File: src/rtl/exc_entry_pkg.sv
package exc_entry_pkg;
  // status word bit positions; each saved copy sits one above its live bit
  localparam int MSR_IE  = 1;
  localparam int MSR_BIP = 3;
  localparam int MSR_EIP = 9;
  localparam int MSR_UM  = 11;
  localparam int MSR_UMS = 12;
  localparam int MSR_VM  = 13;
  localparam int MSR_VMS = 14;
  // exception-status bit positions
  localparam int ESR_STORE = 10;
  localparam int ESR_DSLOT = 12;
  localparam int ESR_CODE_W = 5;
  localparam logic [ESR_CODE_W-1:0] ESR_MMU_BASE = 5'd16;

  typedef struct packed {
    logic takeBrk;
    logic takeMmu;
    logic takeHw;
    logic takeIrq;
    logic fatal;
  } entryStrobes_t;
endpackage

File: src/rtl/exc_entry_ctrl.sv
module exc_entry_ctrl
  import exc_entry_pkg::*;
(
  input  logic          clk,
  input  logic          rst,
  input  logic          reqBreak,
  input  logic          reqMmu,
  input  logic          reqHwExc,
  input  logic          reqIrq,
  input  logic          excCfgEn,
  input  logic          msrIe,
  input  logic          msrEip,
  input  logic          msrBip,
  input  logic          inDelaySlot,
  output entryStrobes_t strb
);
  logic mmuActive;
  logic hwOk, irqOk, mmuRecur, anyOther;

  always_comb begin
    hwOk     = reqHwExc & excCfgEn;
    irqOk    = reqIrq & msrIe & ~msrEip & ~msrBip & ~inDelaySlot;
    mmuRecur = reqMmu & mmuActive & msrEip;
    strb.takeBrk = reqBreak;
    strb.fatal   = ~reqBreak & mmuRecur;
    strb.takeMmu = ~reqBreak & reqMmu & ~mmuRecur;
    strb.takeHw  = ~reqBreak & ~reqMmu & hwOk;
    strb.takeIrq = ~reqBreak & ~reqMmu & ~hwOk & irqOk;
    anyOther     = strb.takeBrk | strb.takeHw | strb.takeIrq;
  end

  // tracks whether the handler now running was entered through an MMU fault
  always_ff @(posedge clk) begin
    if (rst)                mmuActive <= 1'b0;
    else if (strb.takeMmu)  mmuActive <= 1'b1;
    else if (anyOther)      mmuActive <= 1'b0;
    else if (!msrEip)       mmuActive <= 1'b0;
  end
endmodule

File: src/rtl/exc_entry_dp.sv
module exc_entry_dp
  import exc_entry_pkg::*;
#(
  parameter int XLEN = 32,
  parameter int RIDX_W = 5,
  parameter logic [XLEN-1:0] VEC_EXC = 32'h20,
  parameter logic [XLEN-1:0] VEC_IRQ = 32'h10,
  parameter logic [XLEN-1:0] VEC_BRK = 32'h18,
  parameter logic [RIDX_W-1:0] LINK_EXC = 5'd17,
  parameter logic [RIDX_W-1:0] LINK_IRQ = 5'd14,
  parameter logic [RIDX_W-1:0] LINK_BRK = 5'd16
)(
  input  logic              clk,
  input  logic              rst,
  input  entryStrobes_t     strb,
  input  logic              mmuIsFetch,
  input  logic              mmuIsStore,
  input  logic              mmuIsMiss,
  input  logic [XLEN-1:0]   faultAddr,
  input  logic [XLEN-1:0]   curPc,
  input  logic              inDelaySlot,
  input  logic              instImmPfx,
  input  logic              branchImmPfx,
  input  logic [XLEN-1:0]   branchTarget,
  input  logic [XLEN-1:0]   msrIn,
  output logic [3:0]        takenOh,
  output logic              recursiveFault,
  output logic              fetchRedirect,
  output logic [XLEN-1:0]   fetchPc,
  output logic              linkWe,
  output logic [RIDX_W-1:0] linkIdx,
  output logic [XLEN-1:0]   linkData,
  output logic              msrWe,
  output logic [XLEN-1:0]   msrOut,
  output logic [XLEN-1:0]   esrOut,
  output logic [XLEN-1:0]   earOut,
  output logic [XLEN-1:0]   btrOut,
  output logic              pipeFlagClr
);
  localparam int INSN_BYTES = 4;
  localparam int NPAIR = 2;
  localparam int LIVE_POS [NPAIR] = '{MSR_VM, MSR_UM};
  localparam int SAVE_POS [NPAIR] = '{MSR_VMS, MSR_UMS};

  logic [XLEN-1:0] msrStacked, msrNext, pcNext4, mmuLink, rewind, esrMmu, esrHw;
  logic [XLEN-1:0] dsMask;
  logic [ESR_CODE_W-1:0] mmuCode;
  logic entering, excLike;

  // save each live mode bit into its copy and clear the live bit
  always_comb begin
    msrStacked = msrIn;
    for (int i = 0; i < NPAIR; i++) begin
      msrStacked[SAVE_POS[i]] = msrIn[LIVE_POS[i]];
      msrStacked[LIVE_POS[i]] = 1'b0;
    end
  end

  always_comb begin
    entering = strb.takeBrk | strb.takeMmu | strb.takeHw | strb.takeIrq;
    excLike  = strb.takeMmu | strb.takeHw;
    msrNext  = msrStacked;
    if (excLike)      msrNext[MSR_EIP] = 1'b1;
    if (strb.takeBrk) msrNext[MSR_BIP] = 1'b1;
    pcNext4 = curPc + XLEN'(INSN_BYTES);
    if (inDelaySlot)     rewind = XLEN'(branchImmPfx ? 2 * INSN_BYTES : INSN_BYTES);
    else if (instImmPfx) rewind = XLEN'(INSN_BYTES);
    else                 rewind = '0;
    mmuLink = curPc - rewind;
    mmuCode = ESR_MMU_BASE + {3'b000, mmuIsMiss, mmuIsFetch};
    dsMask  = '0;
    dsMask[ESR_DSLOT] = 1'b1;
    esrMmu  = '0;
    esrMmu[ESR_CODE_W-1:0] = mmuCode;
    esrMmu[ESR_STORE] = mmuIsStore & ~mmuIsFetch;
    esrMmu[ESR_DSLOT] = inDelaySlot;
    esrHw   = (esrOut & ~dsMask) | (inDelaySlot ? dsMask : '0);
  end

  always_ff @(posedge clk) begin
    if (rst) begin
      takenOh <= '0; recursiveFault <= 1'b0; fetchRedirect <= 1'b0;
      fetchPc <= '0; linkWe <= 1'b0; linkIdx <= '0; linkData <= '0;
      msrWe <= 1'b0; msrOut <= '0; esrOut <= '0; earOut <= '0;
      btrOut <= '0; pipeFlagClr <= 1'b0;
    end else begin
      takenOh        <= {strb.takeBrk, strb.takeMmu, strb.takeHw, strb.takeIrq};
      recursiveFault <= strb.fatal;
      fetchRedirect  <= entering;
      linkWe         <= entering;
      msrWe          <= entering;
      pipeFlagClr    <= excLike;
      if (entering) msrOut <= msrNext;
      if (excLike && inDelaySlot) btrOut <= branchTarget;
      if (strb.takeBrk) begin
        fetchPc <= VEC_BRK; linkIdx <= LINK_BRK; linkData <= curPc;
      end else if (strb.takeMmu) begin
        fetchPc <= VEC_EXC; linkIdx <= LINK_EXC; linkData <= mmuLink;
        esrOut  <= esrMmu;  earOut  <= faultAddr;
      end else if (strb.takeHw) begin
        fetchPc <= VEC_EXC; linkIdx <= LINK_EXC; linkData <= pcNext4;
        esrOut  <= esrHw;
      end else if (strb.takeIrq) begin
        fetchPc <= VEC_IRQ; linkIdx <= LINK_IRQ; linkData <= curPc;
      end
    end
  end
endmodule

File: src/rtl/exc_entry_seq.sv
module exc_entry_seq
  import exc_entry_pkg::*;
#(
  parameter int XLEN = 32,
  parameter int RIDX_W = 5,
  parameter logic [XLEN-1:0] VEC_EXC = 32'h20,
  parameter logic [XLEN-1:0] VEC_IRQ = 32'h10,
  parameter logic [XLEN-1:0] VEC_BRK = 32'h18,
  parameter logic [RIDX_W-1:0] LINK_EXC = 5'd17,
  parameter logic [RIDX_W-1:0] LINK_IRQ = 5'd14,
  parameter logic [RIDX_W-1:0] LINK_BRK = 5'd16
)(
  input  logic              clk,
  input  logic              rst,
  input  logic              reqBreak,
  input  logic              reqMmu,
  input  logic              reqHwExc,
  input  logic              reqIrq,
  input  logic              excCfgEn,
  input  logic              mmuIsFetch,
  input  logic              mmuIsStore,
  input  logic              mmuIsMiss,
  input  logic [XLEN-1:0]   faultAddr,
  input  logic [XLEN-1:0]   curPc,
  input  logic              inDelaySlot,
  input  logic              instImmPfx,
  input  logic              branchImmPfx,
  input  logic [XLEN-1:0]   branchTarget,
  input  logic [XLEN-1:0]   msrIn,
  output logic [3:0]        takenOh,
  output logic              recursiveFault,
  output logic              fetchRedirect,
  output logic [XLEN-1:0]   fetchPc,
  output logic              linkWe,
  output logic [RIDX_W-1:0] linkIdx,
  output logic [XLEN-1:0]   linkData,
  output logic              msrWe,
  output logic [XLEN-1:0]   msrOut,
  output logic [XLEN-1:0]   esrOut,
  output logic [XLEN-1:0]   earOut,
  output logic [XLEN-1:0]   btrOut,
  output logic              pipeFlagClr
);
  entryStrobes_t strb;

  exc_entry_ctrl u_ctrl (
    .clk(clk), .rst(rst),
    .reqBreak(reqBreak), .reqMmu(reqMmu), .reqHwExc(reqHwExc), .reqIrq(reqIrq),
    .excCfgEn(excCfgEn),
    .msrIe(msrIn[MSR_IE]), .msrEip(msrIn[MSR_EIP]), .msrBip(msrIn[MSR_BIP]),
    .inDelaySlot(inDelaySlot),
    .strb(strb)
  );

  exc_entry_dp #(
    .XLEN(XLEN), .RIDX_W(RIDX_W),
    .VEC_EXC(VEC_EXC), .VEC_IRQ(VEC_IRQ), .VEC_BRK(VEC_BRK),
    .LINK_EXC(LINK_EXC), .LINK_IRQ(LINK_IRQ), .LINK_BRK(LINK_BRK)
  ) u_dp (
    .clk(clk), .rst(rst), .strb(strb),
    .mmuIsFetch(mmuIsFetch), .mmuIsStore(mmuIsStore), .mmuIsMiss(mmuIsMiss),
    .faultAddr(faultAddr), .curPc(curPc), .inDelaySlot(inDelaySlot),
    .instImmPfx(instImmPfx), .branchImmPfx(branchImmPfx),
    .branchTarget(branchTarget), .msrIn(msrIn),
    .takenOh(takenOh), .recursiveFault(recursiveFault),
    .fetchRedirect(fetchRedirect), .fetchPc(fetchPc),
    .linkWe(linkWe), .linkIdx(linkIdx), .linkData(linkData),
    .msrWe(msrWe), .msrOut(msrOut), .esrOut(esrOut), .earOut(earOut),
    .btrOut(btrOut), .pipeFlagClr(pipeFlagClr)
  );
endmodule

File: config.mk
export PLATFORM = sky130hd
export DESIGN_NAME = exc_entry_seq
export DESIGN_NICKNAME = d
export VERILOG_FILES = /design/src/rtl/exc_entry_pkg.sv /design/src/rtl/exc_entry_ctrl.sv /design/src/rtl/exc_entry_dp.sv /design/src/rtl/exc_entry_seq.sv
export SDC_FILE = /design/constraint.sdc
export NUM_CORES = 1
export LEC_CHECK = 0
export BUFFER_PORTS_ARGS = -buffer_cell sky130_fd_sc_hd__buf_2
export CAP_MARGIN = 20
export CORE_ASPECT_RATIO = 2
export CORE_MARGIN = 2
export CORE_UTILIZATION = 25
export CTS_CLUSTER_SIZE = 28
export DETAILED_ROUTE_END_ITERATION = 10
export MAX_ROUTING_LAYER = met4
export PLACE_DENSITY = 0.51
export SYNTH_ARGS = -nofsm -noshare
export SYNTH_HDL_FRONTEND = slang
export SYNTH_SLANG_ARGS = --single-unit
File: constraint.sdc
create_clock -name clk -period 2.65 [get_ports clk]
set_input_delay 0 -clock clk [delete_from_list [all_inputs] [get_ports clk]]
set_output_delay 0 -clock clk [all_outputs]
set_load 0.02 [all_outputs]
==> impl_metrics.toml <==
[critical_path]
arrival_ns = 2.93
worstReg2RegEnd = "u_dp.linkData[31]"
r2r_start = "u_ctrl.mmuActive"
reg2reg_slack_ns = 0.33
endpoint = "u_dp.linkData[31]"
crit_path_start = "reqMmu"
crit_fanout = 9
crit_type = "primary input to flop"
crit_path_end_kind = "flop"
r2r_cells = 8
cp.required_ns = 3.03
worst_setup_path_start_kind = "primary input"

[clock_network]
cts.sinks = 144
cts_tree = "done"
clkTransAtPathRegs_ns = 0.06
clockRootBuffer = "clkbuf_16"
htree_levels = 4
cts.path.max_buffers = 2
cts_buffers = 17
clk_latency_ns = 0.44

[detailed_routing]
viasPerCell = 4.51
drc_errors = 0
via_count = 7279
wl_per_cell_um = 15.7
wl_um = 25300
antenna_left = 0
drt_iter0_markers = 361
first_pass_iters = 5

[place]
portBuffers = 286
pre_cts_slack_ns = 0.340
gp_congestion = 0.875
place_hpwl_um = 18100

[floorplan]
core_area_um2 = 26800
start_util_pct = 25.3
die_w_um = 120
num_rows = 85
ios = 347
die-area_um2 = 28500
die_h_um = 237

[logic_synthesis]
yosysWarnings = 0
ys_types = 66
syn_area_um2 = 6770
ys_seq_area_share_pct = 42.6
synth-async-reset-ratio_pct = 0
synth_cells = 866
synth-edff-count = 0
ys_ff_latch = 144
syn_avg_cell_area_um2 = 7.82
ys.flop_type = "dfxtp_1"

[sta]
worstMarginPinSlew_ns = 0.647
clock_skew_ns = 0.00544
fin_tns_setup_ns = 0
slew_viol_final = 0
finalHoldViolCount = 0
setup_violations = 0
rsz0062_at_grt = "false"
maxSlewHeadroom_pct = 56.7
fmax_mhz = 393
post-route-period-util_pct = 96.1
min_period_ns = 2.55
final.setup.worst_slack_ns = 0.104

[grt]
use_met3_pct = 2.77
grt_use_met2_pct = 33.1
antenna_found_initial = 0
globalRoute.busiestLayer = "met2"
grt_use_total_pct = 18.2
use_met1_pct = 17.7
grt_pass1_vias = 7116
grt_remaining_overflow = 0
grt_pass1_wl_um = 38600
grt_max_degree = 56

[hold_path]
hold_class = "primary input to flop"

[job]
cap_violations = 0

[pwr]
ir_drop_v = 0.000423
power.leakage_nw = 4.58
power_density_nw_per_um2 = 578

[final_layout]
diodes = 0
fin_util_pct = 37.9
fill_cells = 2808
syn_to_final_growth_pct = 49.9
fin_nets = 1397
drive_gt1_share_pct = 28.3

[outcome]
outcome = "complete, no violations"
[final cells by class]
cell class              instances  area (µm²)  area share [%]
well taps                     348         435            4.29
repair buffers                433        2890            28.5
multi-input cells             643        3300            32.5
flip-flops and latches        144        2880            28.4
clock inverters                12         133            1.31
clock buffers                  20         457            4.50
inverters                      13        48.8           0.481
[layout by cell type (no fill, tap or decap), types with 4 or more instances in the layout]
cell type | synthesis | final
o21ai_0 | 10 | 10
nor2_1 | 42 | 41
dfxtp_1 | 144 | 144
nor4_1 | 7 | 7
nor3_1 | 22 | 22
nand2_1 | 228 | 227
nand4_1 | 12 | 12
a211oi_1 | 10 | 10
nor2b_1 | 4 | 4
buf_2 | 4 | 285
o22ai_1 | 4 | 4
xnor2_1 | 13 | 13
and4_1 | 4 | 4
nand3b_1 | 5 | 5
dlygate4sd3_1 | 0 | 127
xor2_1 | 8 | 8
inv_1 | 13 | 13
conb_1 | 1 | 58
clkbuf_16 | 0 | 17
and2_1 | 5 | 4
nor3b_1 | 4 | 4
or3_1 | 10 | 10
nand3_1 | 9 | 9
a21oi_1 | 123 | 123
buf_4 | 66 | 18
and3_1 | 4 | 4
[critical path: stages]
cell,delay (ns)
dlygate4sd3_1,0.53
buf_2,0.17
nand4bb_2,0.39
or3_4,0.48
nor4_1,0.39
and3_1,0.23
o21ai_0,0.09
dlygate4sd3_1,0.56
nand3_1,0.07
[through the flow]
step / hold WS [ns] / area, µm² / power [W] / cells
after CTS: 0.00330 / 10100 / 0.00596 / 1612
after global placement: 0.241 / 8270 / 0.00330 / 1453
final: 0.0340 / 10100 / 0.00587 / 1613
after detailed placement: 0.247 / 8270 / 0.00331 / 1453
after global routing: 0.0248 / 10100 / 0.00614 / 1613
after floorplan: 0.118 / 6980 / 0.00300 / 923
[worst min path at each step]
stage / start / endpoint / depth (start not counted)
detailed placement: branchTarget[18] / u_dp.btrOut[18] / 3
global route: reqIrq / u_dp.takenOh[0] / 4
floorplan: reqMmu / u_dp.recursiveFault / 2
global placement: faultAddr[25] / u_dp.earOut[25] / 3
CTS: curPc[3] / u_dp.linkData[3] / 3
finish: reqIrq / u_dp.takenOh[0] / 4
[flip-flops by register name, summed over array words and instances, names as in the netlist, 2 cells and up]
signal	count
u_dp.fetchPc	3
u_dp.esrOut	5
u_dp.btrOut	32
u_dp.msrOut	30
u_dp.linkData	32
u_dp.takenOh	4
u_dp.linkIdx	2
u_dp.earOut	32
[power breakdown]
| part | total, W | internal (W) | switching [W] |
|---|---|---|---|
| Sequential | 0.00234 | 0.00229 | 0.0000585 |
| Combinational | 0.00106 | 0.000415 | 0.000644 |
| Clock | 0.00246 | 0.00144 | 0.00103 |
[kinds of logic after synthesis]
kind of cell / count (synthesis) / share of synthesized area (%)
AOI/OAI and AO/OA: 175 / 14.9
DFF: 144 / 42.6
and+or+nand+nor: 384 / 26.7
buffers and inverters: 136 / 12.1
muxes: 1 / 0.148
other: 1 / 0.0554
adders and majority gates: 4 / 0.850
xor gates and xnor gates: 21 / 2.72
[what timing repair did]
item                                    CTS  global route
setup buffers                             0             1
endpoints found under the setup margin    0             1
hold buffers                            127             0
gates resized for setup                   0             2
hold endpoints to repair                126             0
[routing by layer]
| metal | routed length (µm) | up-vias | share of wire (%) |
|---|---|---|---|
| met5 | 0 | - | 0 |
| met4 | 1210 | 0 | 4.8 |
| met3 | 1140 | 68 | 4.5 |
| met2 | 13800 | 292 | 55 |
| met1 | 9120 | 3345 | 36 |
| li1 | - | 3574 | - |
[synthesized netlist by cell type, drive strengths merged, types with 4 or more instances]
| master | count | area share [%] |
|---|---|---|
| nor3 | 23 | 1.9 |
| xor2 | 8 | 1.0 |
| a21oi | 123 | 9.1 |
| clkbuf | 47 | 2.9 |
| or4 | 7 | 0.92 |
| and4 | 4 | 0.52 |
| nor3b | 4 | 0.44 |
| nor4 | 9 | 1.3 |
| nand4 | 12 | 1.1 |
| o22ai | 4 | 0.37 |
| dfxtp | 144 | 43 |
| o21ai | 10 | 0.74 |
| and2 | 5 | 0.46 |
| nand2 | 229 | 13 |
| buf | 75 | 8.0 |
| nor2 | 42 | 2.3 |
| xnor2 | 13 | 1.7 |
| or3 | 11 | 1.1 |
| a211oi | 11 | 1.3 |
| nand3b | 5 | 0.55 |
| and3 | 6 | 0.59 |
| inv | 13 | 0.72 |
| nand3 | 9 | 0.67 |
| nor2b | 4 | 0.37 |
(Power assumes the default switching activity.)
